**src/rtl/srd_pkg.sv**
```systemverilog
package srd_pkg;
  localparam int unsigned CNT_W = 4;

  typedef logic [CNT_W-1:0] cnt_t;
  typedef logic [CNT_W:0]   span_t;

  typedef struct packed {
    cnt_t setup;
    cnt_t pulse;
    cnt_t total;
  } tmg_raw_t;

  typedef struct packed {
    span_t setup;
    span_t pulse;
    span_t total;
  } tmg_t;

  typedef enum logic {
    SAMPLE_CS = 1'b0,
    SAMPLE_RD = 1'b1
  } sample_e;

  localparam int unsigned N_STROBE = 2;
  localparam int unsigned IDX_CS   = 0;
  localparam int unsigned IDX_RD   = 1;
endpackage

```
**src/rtl/srd_cfg_clamp.sv**
```systemverilog
module srd_cfg_clamp
  import srd_pkg::*;
(
  input  tmg_raw_t raw_i,
  output tmg_t     eff_o
);
  span_t pulse_eff;
  span_t active_end;
  span_t total_raw;

  always_comb begin
    pulse_eff  = (raw_i.pulse == '0) ? span_t'(1) : {1'b0, raw_i.pulse};
    active_end = {1'b0, raw_i.setup} + pulse_eff;
    total_raw  = {1'b0, raw_i.total};
    eff_o.setup = {1'b0, raw_i.setup};
    eff_o.pulse = pulse_eff;
    // hold may never go negative: stretch total to cover setup + pulse
    eff_o.total = (total_raw < active_end) ? active_end : total_raw;
  end
endmodule

```
**src/rtl/srd_strobe.sv**
```systemverilog
module srd_strobe
  import srd_pkg::*;
(
  input  logic  clk_i,
  input  logic  rst_ni,
  input  logic  load_i,
  input  tmg_t  cfg_i,
  input  logic  run_nxt_i,
  input  span_t cnt_nxt_i,
  input  logic  busy_i,
  input  span_t cnt_i,
  output logic  strobe_no,
  output logic  rise_o,
  output span_t total_o
);
  tmg_t  cfg_q;
  tmg_t  cfg_use;
  span_t win_end_nxt;
  span_t win_end_q;
  logic  strobe_d;

  always_comb begin
    cfg_use     = load_i ? cfg_i : cfg_q;
    win_end_nxt = cfg_use.setup + cfg_use.pulse;
    win_end_q   = cfg_q.setup + cfg_q.pulse;
    strobe_d    = !(run_nxt_i && (cnt_nxt_i >= cfg_use.setup) && (cnt_nxt_i < win_end_nxt));
  end

  always_ff @(posedge clk_i or negedge rst_ni) begin
    if (!rst_ni) begin
      cfg_q     <= '0;
      strobe_no <= 1'b1;
    end else begin
      if (load_i) cfg_q <= cfg_i;
      strobe_no <= strobe_d;
    end
  end

  // last active cycle: the coming edge releases the strobe
  assign rise_o  = busy_i && !strobe_no && (cnt_i == win_end_q - span_t'(1));
  assign total_o = cfg_q.total;
endmodule

```
**src/rtl/sram_rd_seq.sv**
```systemverilog
module sram_rd_seq
  import srd_pkg::*;
#(
  parameter int unsigned ADDR_W = 20,
  parameter int unsigned DATA_W = 16
) (
  input  logic                  clk_i,
  input  logic                  rst_ni,
  input  logic                  req_i,
  input  logic [ADDR_W-1:0]     addr_i,
  input  logic [CNT_W-1:0]      cs_setup_i,
  input  logic [CNT_W-1:0]      cs_pulse_i,
  input  logic [CNT_W-1:0]      cs_total_i,
  input  logic [CNT_W-1:0]      rd_setup_i,
  input  logic [CNT_W-1:0]      rd_pulse_i,
  input  logic [CNT_W-1:0]      rd_total_i,
  input  logic                  sample_rd_i,
  output logic                  ack_o,
  output logic                  done_o,
  output logic [DATA_W-1:0]     data_o,
  output logic [ADDR_W-1:0]     mem_addr_o,
  output logic [DATA_W/8-1:0]   mem_be_no,
  output logic                  mem_cs_no,
  output logic                  mem_rd_no,
  input  logic [DATA_W-1:0]     mem_data_i
);
  localparam int unsigned BE_W = DATA_W / 8;

  tmg_raw_t raw   [N_STROBE];
  tmg_t     eff   [N_STROBE];
  logic     strb_n[N_STROBE];
  logic     rise  [N_STROBE];
  span_t    tot   [N_STROBE];

  logic              busy_q;
  span_t             cnt_q;
  span_t             cnt_nxt;
  span_t             span;
  logic              last;
  logic              accept;
  logic              run_nxt;
  sample_e           mode_q;
  logic              sel_rise;
  logic [ADDR_W-1:0] addr_q;
  logic [DATA_W-1:0] data_q;
  logic [BE_W-1:0]   be_n_q;
  logic              done_q;

  always_comb begin
    raw[IDX_CS] = '{setup: cs_setup_i, pulse: cs_pulse_i, total: cs_total_i};
    raw[IDX_RD] = '{setup: rd_setup_i, pulse: rd_pulse_i, total: rd_total_i};
  end

  for (genvar g = 0; g < N_STROBE; g++) begin : g_strobe
    srd_cfg_clamp u_clamp (
      .raw_i (raw[g]),
      .eff_o (eff[g])
    );
    srd_strobe u_strobe (
      .clk_i     (clk_i),
      .rst_ni    (rst_ni),
      .load_i    (accept),
      .cfg_i     (eff[g]),
      .run_nxt_i (run_nxt),
      .cnt_nxt_i (cnt_nxt),
      .busy_i    (busy_q),
      .cnt_i     (cnt_q),
      .strobe_no (strb_n[g]),
      .rise_o    (rise[g]),
      .total_o   (tot[g])
    );
  end

  always_comb begin
    span    = (tot[IDX_CS] > tot[IDX_RD]) ? tot[IDX_CS] : tot[IDX_RD];
    last    = busy_q && (cnt_q == span - span_t'(1));
    accept  = req_i && !busy_q;
    run_nxt = accept || (busy_q && !last);
    if (accept)                cnt_nxt = '0;
    else if (busy_q && !last)  cnt_nxt = cnt_q + span_t'(1);
    else                       cnt_nxt = cnt_q;
    sel_rise = (mode_q == SAMPLE_RD) ? rise[IDX_RD] : rise[IDX_CS];
  end

  always_ff @(posedge clk_i or negedge rst_ni) begin
    if (!rst_ni) begin
      busy_q <= 1'b0;
      cnt_q  <= '0;
      mode_q <= SAMPLE_CS;
      addr_q <= '0;
      data_q <= '0;
      be_n_q <= '1;
      done_q <= 1'b0;
    end else begin
      busy_q <= run_nxt;
      cnt_q  <= cnt_nxt;
      be_n_q <= run_nxt ? '0 : '1;
      done_q <= last;
      if (accept) begin
        addr_q <= addr_i;
        mode_q <= sample_e'(sample_rd_i);
      end
      if (sel_rise) data_q <= mem_data_i;
    end
  end

  assign ack_o      = accept;
  assign done_o     = done_q;
  assign data_o     = data_q;
  assign mem_addr_o = addr_q;
  assign mem_be_no  = be_n_q;
  assign mem_cs_no  = strb_n[IDX_CS];
  assign mem_rd_no  = strb_n[IDX_RD];
endmodule

```
**config.mk**
```make
export PLATFORM = sky130hd
export DESIGN_NAME = sram_rd_seq
export DESIGN_NICKNAME = d
export VERILOG_FILES = /design/src/rtl/srd_pkg.sv /design/src/rtl/srd_cfg_clamp.sv /design/src/rtl/srd_strobe.sv /design/src/rtl/sram_rd_seq.sv
export SDC_FILE = /design/constraint.sdc
export NUM_CORES = 1
export LEC_CHECK = 0
export BUFFER_PORTS_ARGS = -buffer_cell sky130_fd_sc_hd__buf_2
export CORE_UTILIZATION = 47
export CTS_CLUSTER_DIAMETER = 120
export DETAILED_ROUTE_END_ITERATION = 10
export PLACE_DENSITY_LB_ADDON = 0.25
export SYNTH_ARGS = -nofsm -noshare
export SYNTH_HDL_FRONTEND = slang
export SYNTH_SLANG_ARGS = --single-unit
```
**constraint.sdc**
```tcl
create_clock -name clk_i -period 4.24 [get_ports clk_i]
set_clock_uncertainty 0.2 [all_clocks]
set_input_delay 0.424 -clock clk_i [delete_from_list [all_inputs] [get_ports clk_i]]
set_output_delay 0.424 -clock clk_i [all_outputs]
set_load 0.01 [all_outputs]
```
# After elaboration in Yosys (flattened, before gate mapping)
# Cells that the tools add are included.
[op_classes]
n_mux = 11
order_cmp = 7
n_reduce_logical = 20
n_eq_ne = 3
add_sub_neg = 10
[op_table]
columns = ["operator", "count"]
rows = [
  ["2-to-1 mux 15 bit", 2],
  ["2-to-1 mux 5 bit", 5],
  ["adder 5 bit", 4],
  ["== test 5 bit", 3],
  ["subtractor 5 x 1 -> 5 bit, second input constant", 3],
  ["logical AND 1 bit", 11],
  ["adder 4 x 5 -> 5 bit", 2],
  [">= comparator 5 bit", 2],
  ["< comparator 4 x 5 -> 1 bit", 2],
  ["< comparator 5 bit", 2],
  ["logical NOT 4 bit", 2],
  ["2-to-1 mux 4 bit", 2],
  ["logical NOT 1 bit", 6],
  ["adder 5 x 1 -> 5 bit, second input constant", 1],
  ["> comparator 5 bit", 1],
  ["2-to-1 mux 2 bit", 1],
  ["logical OR 1 bit", 1],
  ["2-to-1 mux 1 bit", 1],
]
[word_totals]
register_bits = 78
in_bits = 64

# Logic depth before layout (Yosys ltp)
[logic_depth]
word_depth = 13
ltp_mapped = 24

# Hierarchy
# A second synthesis with hierarchy kept.
[hier_totals]
hier_cells = 493
hier_area_um2 = 5240.0
[modules_own_cells]
columns = ["module", "cells_each", "area_each_um2", "seq_area_each_um2", "n_inst"]
rows = [
  ["sram_rd_seq", 172, 2188.3, 1127.3, 1],
  ["srd_strobe (g_strobe[1].u_strobe)", 122, 1213.7, 401.6, 1],
  ["srd_strobe (g_strobe[0].u_strobe)", 121, 1212.4, 401.6, 1],
  ["srd_cfg_clamp", 39, 312.8, 0.0, 2],
]

# Worst setup path before layout
# Ideal clock, no wire load.
[synth_path]
path_kind = "register -> register"
from = "register g_strobe[1].u_strobe.cfg_q, in the netlist g_strobe[1].u_strobe.total_o[2]"
to = "register g_strobe[1].u_strobe.strobe_no"
synth_period_minus_slack_ns = 4.483
arrival_ns = 4.201
setup_slack_ns = -0.243
path_buffers = 1
required_ns = 3.958
setup_ns = 0.082
path_stages_with_launch = 20
cell_sequence = "dfrtp_1 > inv_1 > ha_1 > o211ai_2 > a21oi_2 > o21ai_4 > mux2i_1 > ha_1 > nor3b_2 > xnor2_1 > nand3_1 > a211oi_1 > nor2b_1 > buf_8 > o311ai_0 > ha_1 > a21o_1 > a211oi_1 > o21ai_0 > a211o_2"
[synth_between]
elab_chain_cells = 13
word_cells_on_any_way = 15
[synth_rtl]
columns = ["item", "line_no", "rtl"]
rows = [
  ["start, declared", "srd_strobe.sv:16", "tmg_t cfg_q;"],
  ["start signal, assigned", "srd_strobe.sv:34", "if (load_i) cfg_q <= cfg_i;"],
  ["> comparator 5 bit", "sram_rd_seq.sv:75", "span = (tot[IDX_CS] > tot[IDX_RD]) ? tot[IDX_CS] : tot[IDX_RD];"],
  ["2-to-1 mux 5 bit *", "sram_rd_seq.sv:75", ""],
  ["subtractor 5 x 1 -> 5 bit *", "sram_rd_seq.sv:76", "last = busy_q && (cnt_q == span - span_t'(1));"],
  ["== test 5 bit *", "sram_rd_seq.sv:76", ""],
  ["logical AND 1 bit *", "sram_rd_seq.sv:76", ""],
  ["logical NOT 1 bit *", "sram_rd_seq.sv:80", "else if (busy_q && !last) cnt_nxt = cnt_q + span_t'(1);"],
  ["logical AND 1 bit *", "sram_rd_seq.sv:80", ""],
  ["2-to-1 mux 5 bit *", "sram_rd_seq.sv:80", ""],
  ["2-to-1 mux 5 bit *", "sram_rd_seq.sv:79", "if (accept) cnt_nxt = '0;"],
  ["via cnt_nxt[3]", "sram_rd_seq.sv:37", "span_t cnt_nxt;"],
  [">= comparator 5 bit", "srd_strobe.sv:26", "strobe_d = !(run_nxt_i && (cnt_nxt_i >= cfg_use.setup) && (cnt_nxt_i < win_end_nxt));"],
  ["logical AND 1 bit", "srd_strobe.sv:26", ""],
  ["logical AND 1 bit *", "srd_strobe.sv:26", ""],
  ["logical NOT 1 bit *", "srd_strobe.sv:26", ""],
  ["via g_strobe[1].u_strobe.strobe_d", "srd_strobe.sv:20", "logic strobe_d;"],
  ["end signal, assigned", "srd_strobe.sv:35", "strobe_no <= strobe_d;"],
  ["end, declared", "srd_strobe.sv:12", "output logic strobe_no,"],
]
# Mark *: on every way through the listed nets, which the timed path passes. The rest lies on a longest branch.
# A chain may end at the register's enable or synchronous reset.

# Final worst setup path
[layout_path]
from = "register g_strobe[1].u_strobe.cfg_q, in the netlist g_strobe[1].u_strobe.total_o[2]"
to = "register g_strobe[0].u_strobe.strobe_no"
[layout_between]
elab_chain_cells = 13
word_cells_on_any_way = 15
[layout_rtl]
columns = ["item", "line_no"]
rows = [
  ["> comparator 5 bit", "sram_rd_seq.sv:75"],
  ["2-to-1 mux 5 bit *", "sram_rd_seq.sv:75"],
  ["subtractor 5 x 1 -> 5 bit *", "sram_rd_seq.sv:76"],
  ["== test 5 bit *", "sram_rd_seq.sv:76"],
  ["logical AND 1 bit *", "sram_rd_seq.sv:76"],
  ["logical NOT 1 bit *", "sram_rd_seq.sv:80"],
  ["logical AND 1 bit *", "sram_rd_seq.sv:80"],
  ["2-to-1 mux 5 bit *", "sram_rd_seq.sv:80"],
  ["2-to-1 mux 5 bit *", "sram_rd_seq.sv:79"],
  ["via cnt_nxt[4]", "sram_rd_seq.sv:37"],
  [">= comparator 5 bit", "srd_strobe.sv:26"],
  ["logical AND 1 bit", "srd_strobe.sv:26"],
  ["logical AND 1 bit *", "srd_strobe.sv:26"],
  ["logical NOT 1 bit *", "srd_strobe.sv:26"],
  ["via g_strobe[0].u_strobe.strobe_d", "srd_strobe.sv:20"],
  ["end signal, assigned", "srd_strobe.sv:35"],
  ["end, declared", "srd_strobe.sv:12"],
]
# Marks and branches as above.

==> results.txt <==
* Path class of the lowest-slack min-delay path: in -> async
* Reg-to-Reg Start: g_strobe[1].u_strobe.total_o[2]
- Clock slew seen by the registers of the worst setup and hold paths: around 90 ps
- Measured along the y axis, the die boundary spans roughly 110 um.
- Counting flops and latches in the post-synthesis netlist gives 77.
- The synthesized design spends more area on one cell type than any other, namely dfrtp_1.
- Wires add up to 12,500 um.
- The via count of the first global-routing pass was between 4,000 and 5,000.
- Main flop type after synthesis: dfrtp_1
* Kind of critical path: reg -> reg
- The first detailed-routing pass ran for 4 iterations.
* Fin Hold WS: between 10 and 15 ps
* DRT antenna net count: 0
- Initial antenna violation count: 0
* Yosys warning count: 0
- Hold repair after CTS inserted 0 buffers.
- Port Buffer Count: approximately 110
- FF-to-FF setup slack: -10 ps
* Most instantiated library cell after synthesis: nand2_1
- In the finished design, the share of the clock period the worst path needs comes to 1.00.
- Setup violations remaining at the end of the flow were counted as 2.
- In this run the cell area of the synthesized design comes to 0.00527 sq mm.
- The die covers around 0.012 sq mm.
* Number of instances in the synthesized netlist: roughly 540
- After layout, the minimum clock period comes to 4250 ps.
- The worst setup path is captured at a flip-flop.
- Layout fillers: 900
* Largest net degree at the start of global routing: 78
- Number of levels in the clock H-tree: 3
* Async SR Flop Fraction: 1.00
- Synth-to-layout area growth: 25.7%
- Effective utilization at floorplan: 0.484
- Wire length of the first global-routing pass: between 15,000 and 20,000 um
* Outcome: finished with violations
* Die Span X: 108 um
- Ranked by instance count, the synthesized netlist is headed by nand2_1, dfrtp_1, ha_1, inv_1, a21oi_1.
- 0 antenna diodes ended up in the layout.
* Core region area: 0.0109 sq mm
- For this run, the top clock speed supported by timing is between 200 and 250 MHz.
- Top-level port count: 106
- Global routing finished with a remaining overflow of 0.
- Capturing point of the worst reg2reg path: g_strobe[0].u_strobe.strobe_no
* Final number of max-transition violations: 0
* CTS tree: built
- Yosys mapped a number of flops with a built-in enable equal to 0.
- Maximum fanout encountered on the critical timing path: 5
* Actual transition at the worst max-transition pin: ~1000 ps
- In the final design database the tool counted roughly 800 nets.
- Each instance of the synthesized netlist takes up on average 9.71 sq um.
- Worst EP required: 4340 ps
* Fraction of final layout cells with drive strength greater than 1: 0.353
* Worst-case headroom to the max-slew limit: 0.346
- Cell row count: 38
- Leading post-synthesis cells by cell area: dfrtp_1, ha_1, nand2_1
- Final WS setup: -9.58 ps
* Max-capacitance violation count: 0
- Routability-driven placement finished with a final weighted congestion of between 0.7 and 0.8.
- Routed len/inst: between 15 and 20 um
* Syn_nets: between 600 and 700
- The number of failing hold endpoints at the final stage is 0.
- Sum of net half-perimeters after detailed placement: a little under 9000 um
* DRC violation total after the first TritonRoute iteration: between 150 and 200
- Total routing resource utilization after global routing: 0.213
- Via count normalized by instance count: 5.11
* Cell variety after synth: 57
* CP startpoint kind: flip-flop
- DRC Markers: 0
- Skew-Pair Late Insertion Delay: ~380 ps
- Buffer depth of the longest clock path: 2
- Via Count: ~4,200
- The share of synthesized area in the top cell type comes to 0.351.
- Cell chosen for the clock root: clkbuf_8
* Number of buffers inserted during clock tree synthesis: 9
* Number of sinks on the clock net: 77
- Data arrives at the worst endpoint at between 4000 and 5000 ps.
- Sequential share of the synthesized area: 0.366
* Unrepaired setup endpoints after global routing: true
- Worst reg2reg path depth: 21
- Violated checks: setup timing
critical path: stages, from the launching register on:
cell and delay, ps:
dfrtp_1 410, inv_2 80, ha_4 210, o211ai_2 170, a21oi_2 60, o21ai_4 190, mux2i_1 220, ha_2 230
nor3b_4 200, xnor2_1 160, nand3_1 110, a211oi_2 230, nor2b_4 100, buf_6 140, buf_4 140, o311ai_4 300
buf_6 170, ha_4 200, and4_1 190, a21oi_2 130, nand2_1 60, a2111o_1 280
through the flow:
stage,cell area [sq um],worst slack [ps],setup TNS [ps],util,instances
after detailed placement,6040,-104,-151,0.554,789
after global placement,6040,1.17,0,0.554,789
final,6630,-9.58,-16.1,0.608,815
after floorplan,5270,-44.3,-44.3,-,543
after global routing,6630,-204,-387,0.608,815
after CTS,6270,10.9,0,0.576,807
state kept, by name (all words and copies together) (netlist names):
name and count:
done_o 1, g_strobe.u_strobe.cfg_q 20, mem_addr_o 20, cnt_q 5, busy_q 1, g_strobe.u_strobe.total_o 10, mode_q 1, data_o 16
mem_be_no 1, g_strobe.u_strobe.strobe_no 2
cell usage in the layout, fill, tap and decap left out, types with 9 or more instances in the layout:
cell      Yosys  final
buf_2         0    104
nand2_1      95     93
dfrtp_1      74     74
ha_1         61     53
inv_1        54     52
buf_4         2     30
a21oi_1      31     25
xnor2_1      22     22
o21ai_0      22     17
xor2_1       15     15
a21o_1       15     15
nor2_1       13     13
mux2_4       11     11
mux2i_1      12     10
mux2_2       10     10
nand2b_1     10      9
clkbuf_8      0      9
worst max-delay path by stage:
stage                                         start                        endpoint  slack (ps)  cells after the start
finish              g_strobe[1].u_strobe.total_o[2]  g_strobe[0].u_strobe.strobe_no         -10                     21
CTS                 g_strobe[1].u_strobe.total_o[4]  g_strobe[0].u_strobe.strobe_no          10                     20
detailed placement  g_strobe[0].u_strobe.total_o[2]  g_strobe[1].u_strobe.strobe_no        -100                     18
global placement    g_strobe[0].u_strobe.total_o[4]  g_strobe[1].u_strobe.strobe_no           1                     17
global route        g_strobe[1].u_strobe.total_o[2]  g_strobe[1].u_strobe.strobe_no        -200                     21
floorplan           g_strobe[1].u_strobe.total_o[2]  g_strobe[1].u_strobe.strobe_no         -40                     20
logic make-up (layout without fill, tap and decap cells):
| kind of cell | Yosys count | count (layout) | synth area share |
|---|---|---|---|
| AO/OA/AOI/OAI | 86 | 86 | 0.106 |
| XOR/XNOR | 39 | 39 | 0.0676 |
| adder cells (fa/ha/maj) | 67 | 67 | 0.168 |
| buffers and inverters | 81 | 213 | 0.0693 |
| flip-flops | 77 | 77 | 0.366 |
| multiplexers | 33 | 33 | 0.0755 |
| AND/OR/NAND/NOR | 160 | 160 | 0.148 |
per-layer routing:
metal / wire length [um] / share of wire / track usage / vias to the layer above
li1: - / - / - / 2049
met1: 5460 / 0.44 / 0.275 / 2008
met2: 6310 / 0.51 / 0.352 / 77
met3: 375 / 0.030 / 0.0345 / 28
met4: 352 / 0.028 / 0.0930 / 0
met5: 0 / 0 / 0 / -
timing repair:
item | CTS | global route
resized for setup | 6 | 53
endpoints found under the hold margin | 0 | 0
endpoints found under the setup margin | 2 | 2
setup buffers | 2 | 9
pin swaps | 1 | 23
area by class of cell:
cell class	count	area [sq um]	share of cell area
clock buffer	9	124	0.0187
clock inverter	7	56.3	0.00850
inverter	54	203	0.0306
multi-input combinational	385	3270	0.494
sequential	77	1930	0.291
tap	140	175	0.0264
timing repair buffer	143	865	0.131
Power is left out: the tool's default activity adds up to more than one toggle a clock period on the data nets, which glitch-free logic cannot reach.
